File: config.mk
export PLATFORM = sky130hd
export DESIGN_NAME = sa_cache
export DESIGN_NICKNAME = d
export VERILOG_FILES = /design/src/rtl/sa_cache_pkg.sv /design/src/rtl/sa_cache_lru.sv /design/src/rtl/sa_cache_lookup.sv /design/src/rtl/sa_cache.sv
export SDC_FILE = /design/constraint.sdc
export NUM_CORES = 1
export LEC_CHECK = 0
export BUFFER_PORTS_ARGS = -buffer_cell sky130_fd_sc_hd__buf_4
export CAP_MARGIN = 20
export CORE_MARGIN = 5
export CORE_UTILIZATION = 27
export CTS_CLUSTER_SIZE = 40
export DETAILED_ROUTE_END_ITERATION = 10
export SETUP_SLACK_MARGIN = 0.5
export SYNTH_ARGS = -nofsm -noshare
export SYNTH_HDL_FRONTEND = slang
export SYNTH_SLANG_ARGS = --single-unit
File: constraint.sdc
create_clock -name clk -period 3.9 [get_ports clk]
set_input_delay 0.78 -clock clk [delete_from_list [all_inputs] [get_ports clk]]
set_output_delay 0.78 -clock clk [all_outputs]
set_load 0.1 [all_outputs]
File: src/rtl/sa_cache_pkg.sv
// Shared types for the set-associative cache controller.
package sa_cache_pkg;

    // Controller sequencing states
    typedef enum logic [2:0] {
        ST_IDLE,    // waiting for a processor request
        ST_LOOKUP,  // tag compare on the latched request
        ST_WBACK,   // dirty victim block being written to memory
        ST_FILL,    // block refill read outstanding
        ST_WTHRU    // single-byte memory write outstanding
    } cache_state_t;

endpackage

File: src/rtl/sa_cache_lru.sv
// Per-set recency tracking. Each way holds an age (0 = most recent).
// Assumes the ages in each set always form a permutation of 0..WAYS-1.
// With one way, no storage is built and the age is always zero.
module sa_cache_lru #(
    parameter int SETS     = 4,
    parameter int SET_BITS = 2,
    parameter int WAYS     = 2,
    parameter int AGE_W    = 1,
    parameter int WAY_W    = 1
) (
    input  logic                            clk,
    input  logic                            rst_n,
    input  logic                            touch_en,
    input  logic [SET_BITS-1:0]             touch_set,
    input  logic [WAY_W-1:0]                touch_way,
    input  logic [SET_BITS-1:0]             read_set,
    output logic [WAYS-1:0][AGE_W-1:0]      read_age
);

    if (WAYS > 1) begin : g_multi
        logic [SETS-1:0][WAYS-1:0][AGE_W-1:0] age_q;

        // Reset to a fixed order; promote touched way, age younger ones
        always_ff @(posedge clk) begin
            if (!rst_n) begin
                for (int s = 0; s < SETS; s++)
                    for (int w = 0; w < WAYS; w++)
                        age_q[s][w] <= AGE_W'(w);
            end else if (touch_en) begin
                for (int w = 0; w < WAYS; w++) begin
                    if (WAY_W'(w) == touch_way)
                        age_q[touch_set][w] <= '0;
                    else if (age_q[touch_set][w] < age_q[touch_set][touch_way])
                        age_q[touch_set][w] <= age_q[touch_set][w] + 1'b1;
                end
            end
        end

        assign read_age = age_q[read_set];
    end else begin : g_single
        logic unused_inputs;
        assign unused_inputs = &{1'b0, clk, rst_n, touch_en, touch_set, touch_way, read_set};
        assign read_age = '0;
    end

endmodule

File: src/rtl/sa_cache_lookup.sv
// Combinational probe of one set: parallel tag compare and victim choice.
// The victim is the lowest invalid way, or else the way with the oldest age.
module sa_cache_lookup #(
    parameter int WAYS  = 2,
    parameter int TAG_W = 6,
    parameter int AGE_W = 1,
    parameter int WAY_W = 1
) (
    input  logic [WAYS-1:0]              line_valid,
    input  logic [WAYS-1:0][TAG_W-1:0]   line_tag,
    input  logic [WAYS-1:0][AGE_W-1:0]   line_age,
    input  logic [TAG_W-1:0]             probe_tag,
    output logic                         hit,
    output logic [WAY_W-1:0]             hit_way,
    output logic [WAY_W-1:0]             victim_way
);

    logic victim_found;

    // Tag match across all ways of the set
    always_comb begin
        hit     = 1'b0;
        hit_way = '0;
        for (int w = 0; w < WAYS; w++) begin
            if (!hit && line_valid[w] && line_tag[w] == probe_tag) begin
                hit     = 1'b1;
                hit_way = WAY_W'(w);
            end
        end
    end

    // Replacement choice: empty way first, then the least recent one
    always_comb begin
        victim_found = 1'b0;
        victim_way   = '0;
        for (int w = 0; w < WAYS; w++) begin
            if (!victim_found && !line_valid[w]) begin
                victim_found = 1'b1;
                victim_way   = WAY_W'(w);
            end
        end
        for (int w = 0; w < WAYS; w++) begin
            if (!victim_found && line_age[w] == AGE_W'(WAYS - 1)) begin
                victim_found = 1'b1;
                victim_way   = WAY_W'(w);
            end
        end
    end

endmodule

File: src/rtl/sa_cache.sv
// Set-associative byte cache with block refill and selectable write policy.
// Assumes SET_BITS >= 1, OFF_BITS >= 1 and a tag of at least one bit.
// One request is handled at a time; memory acknowledges with a one-cycle pulse.
module sa_cache
    import sa_cache_pkg::*;
#(
    parameter int ADDR_W     = 10,
    parameter int SET_BITS   = 2,
    parameter int WAY_COUNT  = 2,
    parameter int OFF_BITS   = 2,
    parameter bit WRITE_BACK = 1'b1
) (
    input  logic                              clk,
    input  logic                              rst_n,
    input  logic                              cpu_valid,
    output logic                              cpu_ready,
    input  logic                              cpu_write,
    input  logic [ADDR_W-1:0]                 cpu_addr,
    input  logic [7:0]                        cpu_wdata,
    output logic                              cpu_done,
    output logic                              cpu_hit,
    output logic [7:0]                        cpu_rdata,
    output logic                              mem_req,
    output logic                              mem_we,
    output logic                              mem_byte,
    output logic [ADDR_W-1:0]                 mem_addr,
    output logic [8*(2**OFF_BITS)-1:0]        mem_wdata,
    input  logic                              mem_ack,
    input  logic [8*(2**OFF_BITS)-1:0]        mem_rdata
);

    localparam int SETS   = 2 ** SET_BITS;
    localparam int LINE_W = 8 * (2 ** OFF_BITS);
    localparam int TAG_W  = ADDR_W - SET_BITS - OFF_BITS;
    localparam int AGE_W  = (WAY_COUNT > 1) ? $clog2(WAY_COUNT) : 1;
    localparam int WAY_W  = AGE_W;

    cache_state_t state_q;

    // Latched request
    logic              req_write_q;
    logic [ADDR_W-1:0] req_addr_q;
    logic [7:0]        req_wdata_q;
    logic              miss_q;
    logic [WAY_W-1:0]  victim_q;

    wire [TAG_W-1:0]    req_tag = req_addr_q[ADDR_W-1 -: TAG_W];
    wire [SET_BITS-1:0] req_set = req_addr_q[OFF_BITS +: SET_BITS];
    wire [OFF_BITS-1:0] req_off = req_addr_q[OFF_BITS-1:0];

    // Line storage
    logic [SETS-1:0][WAY_COUNT-1:0]             valid_q;
    logic [SETS-1:0][WAY_COUNT-1:0]             dirty_q;
    logic [SETS-1:0][WAY_COUNT-1:0][TAG_W-1:0]  tag_q;
    logic [SETS-1:0][WAY_COUNT-1:0][LINE_W-1:0] data_q;

    logic [WAY_COUNT-1:0][AGE_W-1:0] set_age;
    logic                            hit;
    logic [WAY_W-1:0]                hit_way;
    logic [WAY_W-1:0]                victim_way;
    logic                            touch;
    logic [LINE_W-1:0]               hit_line;

    assign cpu_ready = (state_q == ST_IDLE);
    assign touch     = (state_q == ST_LOOKUP) && hit;
    assign hit_line  = data_q[req_set][hit_way];

    sa_cache_lru #(
        .SETS(SETS), .SET_BITS(SET_BITS), .WAYS(WAY_COUNT),
        .AGE_W(AGE_W), .WAY_W(WAY_W)
    ) u_lru (
        .clk(clk), .rst_n(rst_n),
        .touch_en(touch), .touch_set(req_set), .touch_way(hit_way),
        .read_set(req_set), .read_age(set_age)
    );

    sa_cache_lookup #(
        .WAYS(WAY_COUNT), .TAG_W(TAG_W), .AGE_W(AGE_W), .WAY_W(WAY_W)
    ) u_lookup (
        .line_valid(valid_q[req_set]), .line_tag(tag_q[req_set]),
        .line_age(set_age), .probe_tag(req_tag),
        .hit(hit), .hit_way(hit_way), .victim_way(victim_way)
    );

    // Request sequencing, line updates and memory transactions
    always_ff @(posedge clk) begin
        if (!rst_n) begin
            state_q     <= ST_IDLE;
            valid_q     <= '0;
            dirty_q     <= '0;
            req_write_q <= 1'b0;
            req_addr_q  <= '0;
            req_wdata_q <= '0;
            miss_q      <= 1'b0;
            victim_q    <= '0;
            cpu_done    <= 1'b0;
            cpu_hit     <= 1'b0;
            cpu_rdata   <= '0;
            mem_req     <= 1'b0;
            mem_we      <= 1'b0;
            mem_byte    <= 1'b0;
            mem_addr    <= '0;
            mem_wdata   <= '0;
        end else begin
            cpu_done <= 1'b0;
            unique case (state_q)
                ST_IDLE: begin
                    if (cpu_valid) begin
                        req_write_q <= cpu_write;
                        req_addr_q  <= cpu_addr;
                        req_wdata_q <= cpu_wdata;
                        miss_q      <= 1'b0;
                        state_q     <= ST_LOOKUP;
                    end
                end
                ST_LOOKUP: begin
                    if (hit) begin
                        if (req_write_q) begin
                            data_q[req_set][hit_way][{req_off, 3'b000} +: 8] <= req_wdata_q;
                            if (WRITE_BACK) dirty_q[req_set][hit_way] <= 1'b1;
                        end
                        if (req_write_q && !WRITE_BACK) begin
                            mem_req   <= 1'b1;
                            mem_we    <= 1'b1;
                            mem_byte  <= 1'b1;
                            mem_addr  <= req_addr_q;
                            mem_wdata <= LINE_W'(req_wdata_q);
                            state_q   <= ST_WTHRU;
                        end else begin
                            cpu_done  <= 1'b1;
                            cpu_hit   <= !miss_q;
                            cpu_rdata <= hit_line[{req_off, 3'b000} +: 8];
                            state_q   <= ST_IDLE;
                        end
                    end else begin
                        miss_q <= 1'b1;
                        if (req_write_q && !WRITE_BACK) begin
                            mem_req   <= 1'b1;
                            mem_we    <= 1'b1;
                            mem_byte  <= 1'b1;
                            mem_addr  <= req_addr_q;
                            mem_wdata <= LINE_W'(req_wdata_q);
                            state_q   <= ST_WTHRU;
                        end else if (valid_q[req_set][victim_way] && dirty_q[req_set][victim_way]) begin
                            victim_q  <= victim_way;
                            mem_req   <= 1'b1;
                            mem_we    <= 1'b1;
                            mem_byte  <= 1'b0;
                            mem_addr  <= {tag_q[req_set][victim_way], req_set, {OFF_BITS{1'b0}}};
                            mem_wdata <= data_q[req_set][victim_way];
                            state_q   <= ST_WBACK;
                        end else begin
                            victim_q  <= victim_way;
                            mem_req   <= 1'b1;
                            mem_we    <= 1'b0;
                            mem_byte  <= 1'b0;
                            mem_addr  <= {req_tag, req_set, {OFF_BITS{1'b0}}};
                            state_q   <= ST_FILL;
                        end
                    end
                end
                ST_WBACK: begin
                    // Victim now clean in memory: free it and probe again
                    if (mem_ack) begin
                        mem_req                    <= 1'b0;
                        dirty_q[req_set][victim_q] <= 1'b0;
                        valid_q[req_set][victim_q] <= 1'b0;
                        state_q                    <= ST_LOOKUP;
                    end
                end
                ST_FILL: begin
                    // Install the block; the repeated probe then hits
                    if (mem_ack) begin
                        mem_req                    <= 1'b0;
                        valid_q[req_set][victim_q] <= 1'b1;
                        dirty_q[req_set][victim_q] <= 1'b0;
                        tag_q[req_set][victim_q]   <= req_tag;
                        data_q[req_set][victim_q]  <= mem_rdata;
                        state_q                    <= ST_LOOKUP;
                    end
                end
                ST_WTHRU: begin
                    if (mem_ack) begin
                        mem_req  <= 1'b0;
                        cpu_done <= 1'b1;
                        cpu_hit  <= !miss_q;
                        state_q  <= ST_IDLE;
                    end
                end
                default: state_q <= ST_IDLE;
            endcase
        end
    end

endmodule

==> results.cfg <==
[run_status]
status = complete, no violations

[critical_path]
start_kind = flop
critPathRequiredTime_ps = 4160
worstPathMaxFanout = 42
worstSetupPathType = reg2reg
crit_start = req_addr_q[2]
cp-end-kind = flop
crit_arrival_ps = 3520
r2r-start = req_addr_q[2]

[floorplanning]
rows = 97
die_h_um = 274.8
die_w_um = 274.8
core_mm2 = 0.06979
die_area_mm2 = 0.07552
initial_core_util_pct = 27.13
pin_count = 111

[sta]
hold_viol = 0
rsz0062_at_grt = no
slew_headroom_pct = 36.94
finalSetupViolCount = 0
fmax_ghz = 0.3071
tightest_slew_ps = 944.6
period_share_pct = 83.50
drv_slew = 0
fin_skew_ps = 27.63
final.setup.tns_ps = 0
finalCriticalPeriod_ps = 3257
whs_ps = 459.4

[logic_synthesis]
netlist_area_mm2 = 0.01893
synth.avg_cell_area_um2 = 12.63
synth_top_area_share_pct = 48.21
yosys_warnings = 0
ys_seq_elements = 403
ys_async_sr_fraction_pct = 0
ys.flop_type = edfxtp_1
synth_edf_count = 304
yosys-top-cells-area = edfxtp_1, dfxtp_1, mux4_2
seq_area_frac_synth_pct = 58.68
synth_cell_type_count = 56
yosys.area.top_type = edfxtp_1
syn_inst = 1499

[route]
firstDrtPassIters = 5
drc = 0
wl_per_cell_um = 24.49
via_per_inst = 5.529
ant_nets = 0
drt_wl_total_um = 63580
drtIter0Drc = 1646
vias = 14354

[cts]
cts_buffers = 44
cts_sinks = 403
cts.htree.levels = 2
cts_buffer_depth = 3
clkLatencyLatePin_ps = 580
path_clk_slew_ps = 60
cts-root-buf = clkbuf_16
cts_tree = yes
hold_buffers = 0

[flow_run]
cap_violations = 0

[grt]
grt_pass1_wl_um = 93670
grt_overflow_total = 0
antenna_found_initial = 5
grt_use_met1_pct = 20.68
grt_max_degree = 49
gr-usage-all-layers_pct = 16.36
use_met3_pct = 4.884
use_met2_pct = 26.69
first_global_vias = 14204
top_usage_layer = met2

[cells_and_area]
drive_gt1_share_pct = 24.29
nFillCells = 6837
syn_to_final_growth_pct = 20.06
nets = 1680
final_cells = 2596
most-common-layout-cells = edfxtp_1, o22ai_1, buf_4
fin_area_mm2 = 0.02273
mostFrequentLayoutCell = edfxtp_1

[power_and_ir_drop]
ir_worst_vdd_mv = 0.2285
static-leakage-power_nw = 7.383
p_per_area_mw_per_mm2 = 426.1
power.total_mw = 9.686

[worst_hold_path]
hold_path_class = reg2reg
min_from = cpu_hit

[place]
placed_cells = 2508
hpwl_um = 43940
routabilityCongestion = 0.8877
placed_area_mm2 = 0.02115
io_buffers = 107
-- cells by family after synthesis --
logic type	share of synthesized area, %
and+or+nand+nor	8.445
xor gates and xnor gates	0.5551
other	0.01981
DFF	58.68
muxes	13.81
adders and majority gates	0.3304
buffers and inverters	3.086
AOI/OAI and AO/OA	15.07
-- final timing paths --
check	cells past startpoint	endpoint	slack, ps
worst max-delay path	10	data_q[178]	640
worst min-delay path	2	cpu_hit	460
worst max register to register	10	data_q[178]	640
worst min register to register	2	cpu_hit	460
-- Yosys cell counts (3+ instances only) --
master     instances
a2111oi_0          6
a211oi_1          40
a21oi_1           64
a21oi_2            3
a22o_1            32
a311oi_1           6
a31oi_1           15
and2_0             6
and2_1            11
and3_1             6
buf_1              8
buf_2             23
buf_4              4
clkbuf_1          98
dfxtp_1           99
edfxtp_1         304
ha_1               5
inv_1              8
mux2_2            22
mux2i_1           43
mux4_2            86
nand2_1          165
nand2b_1           9
nand3_1           33
nand4_1           11
nor2_1            72
nor2b_1            9
nor3_1             6
o21ai_0           21
o221ai_1           4
o22ai_1          230
o41ai_1            6
or3_1              5
xnor2_1            9
xor2_1             3
-- state kept, by name, indices dropped and copies added (netlist names), named ones only --
| name | cells |
|---|---|
| dirty_q | 8 |
| miss_q | 1 |
| mem_req | 1 |
| tag_q | 48 |
| req_write_q | 1 |
| data_q | 256 |
| victim_q | 1 |
| state_q | 2 |
| mem_wdata | 32 |
| u_lru.g_multi.age_q | 8 |
| req_wdata_q | 8 |
| req_addr_q | 10 |
| mem_we | 1 |
| cpu_rdata | 8 |
| mem_addr | 8 |
| cpu_done | 1 |
| cpu_hit | 1 |
-- report_power, final --
group	leakage (nW)	total [mW]	internal (mW)	switching, mW
Sequential	4.06	4.67	4.59	0.0753
Clock	0.708	4.25	2.54	1.71
Combinational	2.61	0.767	0.258	0.509
Total	7.38	9.69	7.39	2.30
-- final cells by class --
| type | instances | area (µm²) | area share, % |
|---|---|---|---|
| Tap cell | 940 | 1176 | 5.174 |
| Sequential cell | 403 | 11120 | 48.91 |
| Clock buffer | 66 | 1245 | 5.476 |
| Inverter | 8 | 30.03 | 0.1321 |
| Timing Repair Buffer | 207 | 1632 | 7.177 |
| Clock inverter | 15 | 207.7 | 0.9136 |
| Multi-Input combinational cell | 956 | 7322 | 32.21 |
| Antenna cell | 1 | 2.502 | 0.01101 |
-- per-stage QoR --
stage          setup WS, ps  util, %
2_1_floorplan         688.8        -
3_3_place_gp          276.7    30.31
3_5_place_dp          213.7    30.31
4_1_cts               447.6    32.44
5_1_grt               523.8    32.58
6_report              643.5    32.58
-- worst max-delay path, stage by stage, from the launching register on --
cell and delay, ps:
dfxtp_4 410, buf_12 140, mux4_2 550, xor2_1 190, nor4_4 250, o211ai_4 150
buf_12 210, nor2_2 510, a31oi_1 170, nor2_1 130, buf_4 200
-- metal layers --
layer,up-vias,wire length [µm]
li1,6236,-
met1,7120,24000
met4,10,2397
met5,-,69
met3,142,7190
met2,846,29930
-- what timing repair did --
item | in CTS | in global routing
gates resized for setup | 5 | 8
pin swaps | 1 | 1
setup buffers | 2 | 4
endpoints found under the setup margin | 101 | 324
hold endpoints to repair | 0 | 0
Note: power is estimated with default switching activity, not from simulation.
